## src/rtl/gsc_pkg.sv

```systemverilog
// Package: shared types and codes for the sleep-state controller.
// Assumes depth codes fit in three bits.
package gsc_pkg;
    typedef enum logic [1:0] {
        MODE_OFF    = 2'd0,
        MODE_MANUAL = 2'd1,
        MODE_TO     = 2'd2,
        MODE_EI     = 2'd3
    } gsc_mode_t;

    localparam logic [2:0] DEPTH_ACTIVE  = 3'd0;
    localparam logic [2:0] DEPTH_NORMAL  = 3'd4;
    localparam logic [2:0] DEPTH_DEEP    = 3'd5;
    localparam logic [2:0] DEPTH_DEEPEST = 3'd6;

    function automatic logic depth_valid(input logic [2:0] d);
        return (d == DEPTH_NORMAL) || (d == DEPTH_DEEP) || (d == DEPTH_DEEPEST);
    endfunction
endpackage

```

## src/rtl/gsc_tick_gen.sv

```systemverilog
// Tick generator: emits a one-cycle pulse every DIV core clocks.
// This pulse is the 1.28 us time base. Assumes DIV >= 2.
module gsc_tick_gen #(
    parameter int DIV = 256
) (
    input  logic clk,
    input  logic rst_n,
    output logic tick
);
    localparam int W = $clog2(DIV);
    localparam logic [W-1:0] LAST = W'(DIV - 1);

    logic [W-1:0] cnt;

    // Free-running divider with a registered pulse at wrap.
    always_ff @(posedge clk) begin
        if (!rst_n) begin
            cnt  <= '0;
            tick <= 1'b0;
        end else if (cnt == LAST) begin
            cnt  <= '0;
            tick <= 1'b1;
        end else begin
            cnt  <= cnt + 1'b1;
            tick <= 1'b0;
        end
    end

    // a tick never lasts more than one cycle.
    assert_tick_single_R2: assert property (@(posedge clk) disable iff (!rst_n)
        tick |=> !tick);
endmodule

```

## src/rtl/gsc_idle_eval.sv

```systemverilog
// Idle evaluator: tracks continuous idle ticks, applies hysteresis and
// computes the automatic entry permission for the timeout and window
// policies. Assumes mode is stable during a measurement.
module gsc_idle_eval
    import gsc_pkg::*;
#(
    parameter int CNT_W = 20
) (
    input  logic             clk,
    input  logic             rst_n,
    input  logic             tick,
    input  logic             idle_i,
    input  gsc_mode_t        mode,
    input  logic [CNT_W-1:0] ei_len,
    input  logic [CNT_W-1:0] busy_thresh,
    input  logic [CNT_W-1:0] hyst_len,
    output logic             auto_ok
);
    localparam logic [CNT_W-1:0] CNT_MAX = '1;

    logic [CNT_W-1:0] idle_cnt;
    logic [CNT_W-1:0] win_cnt;
    logic [CNT_W-1:0] res_cnt;
    logic             win_pass;
    logic             qual;
    logic             to_ok;
    logic [CNT_W:0]   res_next;

    // Continuous idle tick counter, saturating, cleared by work.
    always_ff @(posedge clk) begin
        if (!rst_n || !idle_i)
            idle_cnt <= '0;
        else if (tick && idle_cnt != CNT_MAX)
            idle_cnt <= idle_cnt + 1'b1;
    end

    // Hysteresis qualification and timeout comparison.
    always_comb begin
        qual     = idle_i && (idle_cnt >= hyst_len);
        to_ok    = qual && (idle_cnt >= busy_thresh);
        res_next = {1'b0, res_cnt} + {{CNT_W{1'b0}}, qual};
    end

    // Evaluation window: count qualified ticks, judge at window close.
    always_ff @(posedge clk) begin
        if (!rst_n || mode != MODE_EI) begin
            win_cnt  <= '0;
            res_cnt  <= '0;
            win_pass <= 1'b0;
        end else begin
            if (tick) begin
                if ({1'b0, win_cnt} + 1'b1 >= {1'b0, ei_len}) begin
                    win_cnt  <= '0;
                    res_cnt  <= '0;
                    win_pass <= idle_i && (res_next >= {1'b0, busy_thresh});
                end else begin
                    win_cnt  <= win_cnt + 1'b1;
                    res_cnt  <= res_next[CNT_W-1:0];
                end
            end
            if (!idle_i)
                win_pass <= 1'b0;
        end
    end

    // Select the permission of the active policy.
    always_comb begin
        case (mode)
            MODE_TO: auto_ok = to_ok;
            MODE_EI: auto_ok = win_pass && qual;
            default: auto_ok = 1'b0;
        endcase
    end

    // automatic permission only after the hysteresis has elapsed.
    assert_hyst_before_entry_R5: assert property (@(posedge clk) disable iff (!rst_n)
        auto_ok |-> (idle_i && idle_cnt >= hyst_len));
endmodule

```

## src/rtl/gsc_state_fsm.sv

```systemverilog
// Sleep state machine: enters on permission, wakes on new work or on
// disable, holds off re-entry with the wake-rate limit counter.
// Assumes idle_i is synchronous to clk.
module gsc_state_fsm
    import gsc_pkg::*;
#(
    parameter int CNT_W = 20
) (
    input  logic             clk,
    input  logic             rst_n,
    input  logic             tick,
    input  logic             idle_i,
    input  gsc_mode_t        mode,
    input  logic             auto_ok,
    input  logic [2:0]       sw_target,
    input  logic [CNT_W-1:0] wake_limit,
    output logic             sleep_req,
    output logic [2:0]       cur_state,
    output logic             wake_req
);
    logic [CNT_W-1:0] limit_cnt;
    logic             man_ok;
    logic             enter;
    logic             leave;
    logic [2:0]       depth_next;

    // Entry and exit conditions.
    always_comb begin
        man_ok     = (mode == MODE_MANUAL) && idle_i && depth_valid(sw_target);
        enter      = !sleep_req && (limit_cnt == '0) && (auto_ok || man_ok);
        leave      = sleep_req && (!idle_i || mode == MODE_OFF);
        depth_next = (mode == MODE_MANUAL) ? sw_target : DEPTH_NORMAL;
    end

    // Sleep flag, depth code and wake pulse.
    always_ff @(posedge clk) begin
        if (!rst_n) begin
            sleep_req <= 1'b0;
            cur_state <= DEPTH_ACTIVE;
            wake_req  <= 1'b0;
        end else begin
            wake_req <= leave;
            if (enter) begin
                sleep_req <= 1'b1;
                cur_state <= depth_next;
            end else if (leave) begin
                sleep_req <= 1'b0;
                cur_state <= DEPTH_ACTIVE;
            end
        end
    end

    // Wake-rate limit: loaded on wake, counted down on ticks.
    always_ff @(posedge clk) begin
        if (!rst_n)
            limit_cnt <= '0;
        else if (leave)
            limit_cnt <= wake_limit;
        else if (tick && limit_cnt != '0)
            limit_cnt <= limit_cnt - 1'b1;
    end

    // new work while asleep wakes the unit on the next edge.
    assert_wake_on_work_R8: assert property (@(posedge clk) disable iff (!rst_n)
        (sleep_req && !idle_i) |=> (!sleep_req && wake_req));
    // the wake pulse follows an actual exit from sleep.
    assert_wake_pulse_R8: assert property (@(posedge clk) disable iff (!rst_n)
        wake_req |-> ($past(sleep_req) && !sleep_req));
    // no entry while the hold-off counter runs.
    assert_hold_off_R9: assert property (@(posedge clk) disable iff (!rst_n)
        (!sleep_req && limit_cnt != '0) |=> !sleep_req);
    // disable forces the unit active.
    assert_disable_R7: assert property (@(posedge clk) disable iff (!rst_n)
        (mode == MODE_OFF) |=> !sleep_req);
    // state code matches sleep flag.
    assert_state_code_R10: assert property (@(posedge clk) disable iff (!rst_n)
        sleep_req ? depth_valid(cur_state) : (cur_state == DEPTH_ACTIVE));
endmodule

```

## src/rtl/gpu_sleep_ctrl.sv

```systemverilog
// Top: idle-driven sleep-state controller. Decodes the control bits into a
// policy and ties together tick generator, idle evaluator and state machine.
// Assumes all configuration inputs are quasi-static and synchronous.
module gpu_sleep_ctrl
    import gsc_pkg::*;
#(
    parameter int CNT_W    = 20,
    parameter int TICK_DIV = 256
) (
    input  logic             clk,
    input  logic             rst_n,
    input  logic             hw_en,
    input  logic             sleep_en,
    input  logic             ei_mode,
    input  logic             to_mode,
    input  logic [CNT_W-1:0] ei_len,
    input  logic [CNT_W-1:0] busy_thresh,
    input  logic [CNT_W-1:0] hyst_len,
    input  logic [CNT_W-1:0] wake_limit,
    input  logic [2:0]       sw_target,
    input  logic             idle_i,
    output logic             sleep_req,
    output logic [2:0]       cur_state,
    output logic             wake_req
);
    gsc_mode_t mode;
    logic      tick;
    logic      auto_ok;

    // Policy decode: timeout over window, manual when timers are off.
    always_comb begin
        if (!sleep_en)
            mode = MODE_OFF;
        else if (!hw_en)
            mode = MODE_MANUAL;
        else if (to_mode)
            mode = MODE_TO;
        else if (ei_mode)
            mode = MODE_EI;
        else
            mode = MODE_OFF;
    end

    gsc_tick_gen #(.DIV(TICK_DIV)) u_tick (
        .clk  (clk),
        .rst_n(rst_n),
        .tick (tick)
    );

    gsc_idle_eval #(.CNT_W(CNT_W)) u_eval (
        .clk        (clk),
        .rst_n      (rst_n),
        .tick       (tick),
        .idle_i     (idle_i),
        .mode       (mode),
        .ei_len     (ei_len),
        .busy_thresh(busy_thresh),
        .hyst_len   (hyst_len),
        .auto_ok    (auto_ok)
    );

    gsc_state_fsm #(.CNT_W(CNT_W)) u_fsm (
        .clk       (clk),
        .rst_n     (rst_n),
        .tick      (tick),
        .idle_i    (idle_i),
        .mode      (mode),
        .auto_ok   (auto_ok),
        .sw_target (sw_target),
        .wake_limit(wake_limit),
        .sleep_req (sleep_req),
        .cur_state (cur_state),
        .wake_req  (wake_req)
    );
endmodule

```

## config.mk

```make
export PLATFORM = sky130hd
export DESIGN_NAME = gpu_sleep_ctrl
export DESIGN_NICKNAME = d
export VERILOG_FILES = /design/src/rtl/gsc_pkg.sv /design/src/rtl/gsc_tick_gen.sv /design/src/rtl/gsc_idle_eval.sv /design/src/rtl/gsc_state_fsm.sv /design/src/rtl/gpu_sleep_ctrl.sv
export SDC_FILE = /design/constraint.sdc
export NUM_CORES = 1
export LEC_CHECK = 0
export BUFFER_PORTS_ARGS = -buffer_cell sky130_fd_sc_hd__buf_2
export CORE_ASPECT_RATIO = 1.25
export CORE_MARGIN = 3
export CORE_UTILIZATION = 59
export DETAILED_ROUTE_END_ITERATION = 8
export GPL_ROUTABILITY_DRIVEN = 0
export GPL_TIMING_DRIVEN = 0
export PLACE_DENSITY = 0.81
export REMOVE_ABC_BUFFERS = 1
export SLEW_MARGIN = 20
export SYNTH_ARGS = -nofsm -noshare
export SYNTH_HDL_FRONTEND = slang
export SYNTH_SLANG_ARGS = --single-unit
```

## constraint.sdc

```tcl
create_clock -name clk -period 6.16 [get_ports clk]
set_input_delay 0.924 -clock clk [delete_from_list [all_inputs] [get_ports clk]]
set_output_delay 0.924 -clock clk [all_outputs]
set_load 0.01 [all_outputs]
```

After elaboration in Yosys (flattened, before gate mapping)
Cells that the tools add are included.

Add/subtract/negate cells: 6. Magnitude comparators: 4. Equality and inequality tests: 9. Mux-type cells: 15. Bitwise operators: 2. Reduce and logical (&&, ||, !) cells: 28.

Operator list (count): $mux 20 (4); $ge 21x20->1 (2); $add 20x1->20 const B (2); $ge 20x20->1 (2); $add 20x1->21 (1); $add 20x1->21 const B (1); $logic_not 20->1 (1); $ne 20x20->1 const B (1); $reduce_bool 20->1 (1); $sub 20x1->20 const B (1); $logic_and 1x1->1 (11); $eq 3x3->1 const B (3); $mux 3 (3); $add 8x1->8 const B (1); $eq 8x8->1 const B (1); $mux 2 (4); $logic_or 1x1->1 (6); $eq 2x2->1 const B (2); $reduce_bool 2->1 (2); $reduce_or 2->1 (2); $logic_not 1->1 (3); $mux 1 (3); $eq 2x1->1 const B (1); $logic_not 2->1 (1); 4 further kinds (5).

Register bits after elaboration: 95. Bits of input ports: 90. Output and inout port bits: 5. Logic and storage cells: 74.

Logic depth before layout (Yosys ltp)
Depth after elaboration: 10. Depth in mapped cells: 24. Mapped depth without buffers: 23.

Modules after synthesis
From an unflattened synthesis, not the netlist that was laid out.

Cells, all modules: 872. Area, all modules: 7050.5 µm².

Modules (own cells, without submodules): gsc_idle_eval (times used 1, cells each 669, area an instance 5310.1 µm², seq. area each 1221.2 µm²); gsc_state_fsm (times used 1, cells each 160, area an instance 1358.8 µm², seq. area each 500.5 µm²); gsc_tick_gen (times used 1, cells each 40, area an instance 357.8 µm², seq. area each 180.2 µm²); gpu_sleep_ctrl (times used 1, cells each 3, area an instance 23.8 µm², seq. area each 0.0 µm²).

Least setup slack after synthesis
Ideal clock, no wire load.

Path kind: input -> register. Start point: in hyst_len[0]. End point: reg u_eval.win_pass. Library setup time: 93 ps. Arrival: 4571 ps. Required time: 6067 ps. Setup slack: 1497 ps. Cell stages on the path: 21. Path buffers: 0. Cell sequence: ha_1 > nand2b_1 > a2111oi_0 > o311a_1 > o21ai_0 > a211oi_1 > nor2_1 > ha_1 > ha_1 > and3_1 > nand3_1 > nor2_1 > nand2_1 > xnor2_1 > ha_1 > nand2_1 > or2_2 > o21ai_0 > a31oi_1 > and4_1 > nor4_1.

Cells in the longest elaborated chain, start to end: 5.

RTL lines: from (decl) (RTL line gpu_sleep_ctrl.sv:18) `input logic [CNT_W-1:0] hyst_len,`; $ge 20x20->1 (RTL line gsc_idle_eval.sv:39) `qual = idle_i && (idle_cnt >= hyst_len);`; $logic_and 1x1->1 (RTL line gsc_idle_eval.sv:39); $add 20x1->21 (RTL line gsc_idle_eval.sv:41) `res_next = {1'b0, res_cnt} + {{CNT_W{1'b0}}, qual};`; $ge 21x20->1 (RTL line gsc_idle_eval.sv:55) `win_pass <= idle_i && (res_next >= {1'b0, busy_thresh});`; $logic_and 1x1->1 (RTL line gsc_idle_eval.sv:55); to (signal assigned) (RTL line gsc_idle_eval.sv:55); to (decl) (RTL line gsc_idle_eval.sv:24) `logic win_pass;`.

Every way passes these cells. A chain may end at the register's enable or synchronous reset.

Final worst setup path
Ends and elaborated chain as after synthesis.

==> results.md <==
* DRC marker count from the first detailed-route iteration at 218
* Total of cells resized after clock tree synthesis at 0
* Syn_area_per_cell at 7.972 um^2
* ANT nets after route at 0
* Clock tree buffer depth at 2
* Worst IR Drop VDD at 0.1226 mV
* Max-cap viol count at 0
* Normalized max-slew margin at 34.22%
* Worst Hold Margin at 0.4734 ns
* Unique masters post-synth at 60
* Total detailed-routing wirelength at 15520 um
* Hpwl dp at 11680 um
* Drt via density at 5.799
* Starting utilization of the core area at 60.90%
* Fmax achieved at 191.3 MHz
* Vias in the first global route at 6020
* Clock tree from TritonCTS: built
* Proportion of layout cells with a drive suffix above 1 at 13.82%
* Final Skew at 0.005833 ns
* Core outline area at 11240 um^2
* Flip-flop cell with the highest count after synthesis: dfxtp_1
* # DRC at 0
* Hold/Removal Path Class: register to register
* Setup-failing EPs final at 0
* Vias post-DR at 6240
* Pwr per Cell Area at 171.5 nW/um^2
* Final total negative setup slack at 0 ns
* Number of cell rows at 43
* Layout-stage area growth over the synthesis result at 12.66%
* I/O pin count at 95
* Max Fanout on Critical Path at 8
* Cell types occupying the most area after synthesis: dfxtp_1 28%, ha_1 16%, xnor2_1 5.4%, a21oi_1 5.3%, nor2_1 3.9%
* Number of fill cells in the layout at 944
* Net count reported at finish at 1112
* Clock insertion delay at the later pin of the skew report at 0.35 ns
* Area enclosed by the die boundary at 12940 um^2
* Proportion of synthesized chip area in sequential cells at 27.77%
* Path type of the worst setup path: input pin to register
* Count of buffers inserted at the top-level ports at 94
* Synthesized flop and latch total at 95
* Horiz. Die Dim at 102.4 um
* TritonCTS buffer count at 9
* Crit. End Element: register
* Top cell type by total area after synthesis: dfxtp_1
* Clk slew on worst S/H paths at 0.07 ns
* GR Util All Layers at 24.94%
* Number of failing hold endpoints at the final stage at 0
* Largest net degree at the start of global routing at 45
* Die height at 126.5 um
* Overall overflow remaining after global route at 0
* Run status: complete, no violations
* Post-synthesis instance total at 859
* First-pass DRT Iterations at 6
* Unrepaired setup endpoints after global routing: false
* Final Slew Violations at 0
* Total clock sinks at 95
* Number of hold-repair buffers added at the cts stage at 0
* H-tree depth at 3
* Clock period minus final worst setup slack at 5.227 ns
* Number of synthesized flops with an enable pin at 0
* Count of synthesis-stage warnings from yosys at 0
* Slew @ Worst Pin at 0.9867 ns
* Drt wl/cell at 14.43 um
* Async set or reset register ratio after synthesis at 0%
* First-pass GRT wire length at 26560 um
* Crit path required time at 6.41 ns
* Reported leakage power at 3.473 nW
* Diode count at 0
* Post-synthesis instance area at 6848 um^2
* Fraction of synthesized cell area taken by the top area cell type at 27.77%
* Clk Tree Root Cell: clkbuf_16
* Worst setup SP type: input pin
* Arrival time at the worst endpoint at 5.48 ns
* Final Cycle Share at 84.85%
* Number of antenna violations at the first check in global routing at 0
* Setup bufs post-CTS at 0
[logic make-up after synthesis]
logic type / after synthesis / share of synthesized area [%]
and+or+nand+nor: 326 / 25.29
AOI/OAI and AO/OA: 176 / 15.59
buffers and inverters: 99 / 5.664
DFF: 95 / 27.77
adders and majority gates: 86 / 15.71
xor gates and xnor gates: 70 / 8.953
muxes: 7 / 1.023
[state kept, by name, summed over array words and instances (netlist names)]
name             count
u_eval.win_cnt      20
u_tick.cnt           8
u_eval.idle_cnt     20
u_fsm.wake_req       1
u_tick.tick          1
u_eval.win_pass      1
u_fsm.sleep_req      1
u_fsm.limit_cnt     20
u_eval.res_cnt      20
u_fsm.cur_state      3
[cell usage after synthesis, types with 6 or more instances]
cell / n
a21o_1: 7
or3_1: 7
and3_1: 22
nand3_1: 50
o21ai_0: 51
mux2i_1: 7
and2_1: 8
ha_1: 86
nor3_1: 14
nor2_1: 71
nand4_1: 23
a21oi_1: 73
dfxtp_1: 95
inv_1: 68
clkbuf_1: 24
xor2_1: 28
nand2b_1: 25
nand3b_1: 12
nand2_1: 65
and4_1: 6
xnor2_1: 42
[through the flow]
step	instance area [um^2]	std cells	total power [W]	setup WS, ns	util [%]
final	7715	1076	0.001323	0.9334	68.61
after global routing	7715	1076	0.001369	0.4534	68.61
after CTS	7715	1076	0.001332	0.9154	68.61
after detailed placement	7401	1060	0.0007485	0.5981	65.82
after global placement	7355	1057	0.0007451	0.5768	65.41
after floorplan	6715	828	0.0006982	1.481	-
[area by class of cell]
class | instances | area, um^2 | share of cell area [%]
Multi-Input combinational cell | 665 | 4561 | 59.11
Sequential cell | 95 | 1903 | 24.67
Timing Repair Buffer | 97 | 513.0 | 6.649
Inverter | 68 | 255.2 | 3.308
Clock buffer | 9 | 225.2 | 2.919
Tap cell | 135 | 168.9 | 2.189
Clock inverter | 7 | 88.84 | 1.151
[metal layers]
layer / track usage [%] / wire (um) / up-vias
met5: 0 / 0 / -
met4: 10.27 / 355 / 0
met3: 3.630 / 530 / 31
met2: 43.36 / 7868 / 135
met1: 30.35 / 6767 / 2885
li1: - / - / 3189
[cells in the final DEF, fill, tap and decap left out, drive strengths merged, types with 10 or more instances in the layout]
master / synthesis / routed
nor2: 71 / 71
ha: 86 / 86
xor2: 28 / 28
nand3b: 12 / 12
dfxtp: 95 / 95
nand4: 23 / 23
nand2: 66 / 66
a21oi: 73 / 73
or3: 10 / 10
o21ai: 51 / 51
nand2b: 25 / 25
and3: 22 / 22
nand3: 50 / 50
inv: 68 / 72
nor3: 14 / 14
xnor2: 42 / 42
buf: 6 / 97
[worst max-delay path, cell delays in order]
cell       delay [ns]
buf_2            0.10
ha_1             0.26
nand2b_1         0.10
a2111oi_0        0.09
o311a_1          0.38
o21ai_0          0.25
a211oi_1         0.17
nor2_1           0.15
ha_1             0.18
ha_1             0.22
and3_1           0.27
nand3_1          0.18
nor2_1           0.44
nand2_1          0.16
xnor2_1          0.17
ha_1             0.30
nand2_1          0.06
or2_2            0.30
o21ai_0          0.19
a31oi_1          0.12
and4_1           0.21
nor4_1           0.23
[report_power, final]
part           total [W]  switching [W]  internal [W]
Sequential      0.000623     0.00000459      0.000618
Clock           0.000588       0.000264      0.000324
Combinational   0.000112      0.0000623     0.0000501
[path summary, 6_finish.rpt]
path / start / to / slack, ns / depth (start not counted)
worst max-delay path: hyst_len[0] / u_eval.win_pass / 0.93 / 22
worst min register to register: u_fsm.cur_state[0] / u_fsm.cur_state[0] / 0.47 / 2
worst min-delay path: u_fsm.cur_state[0] / u_fsm.cur_state[0] / 0.47 / 2
worst max register to register: u_eval.win_cnt[0] / u_eval.res_cnt[2] / 1.10 / 15
No activity file was read; power rests on OpenSTA's default activity.
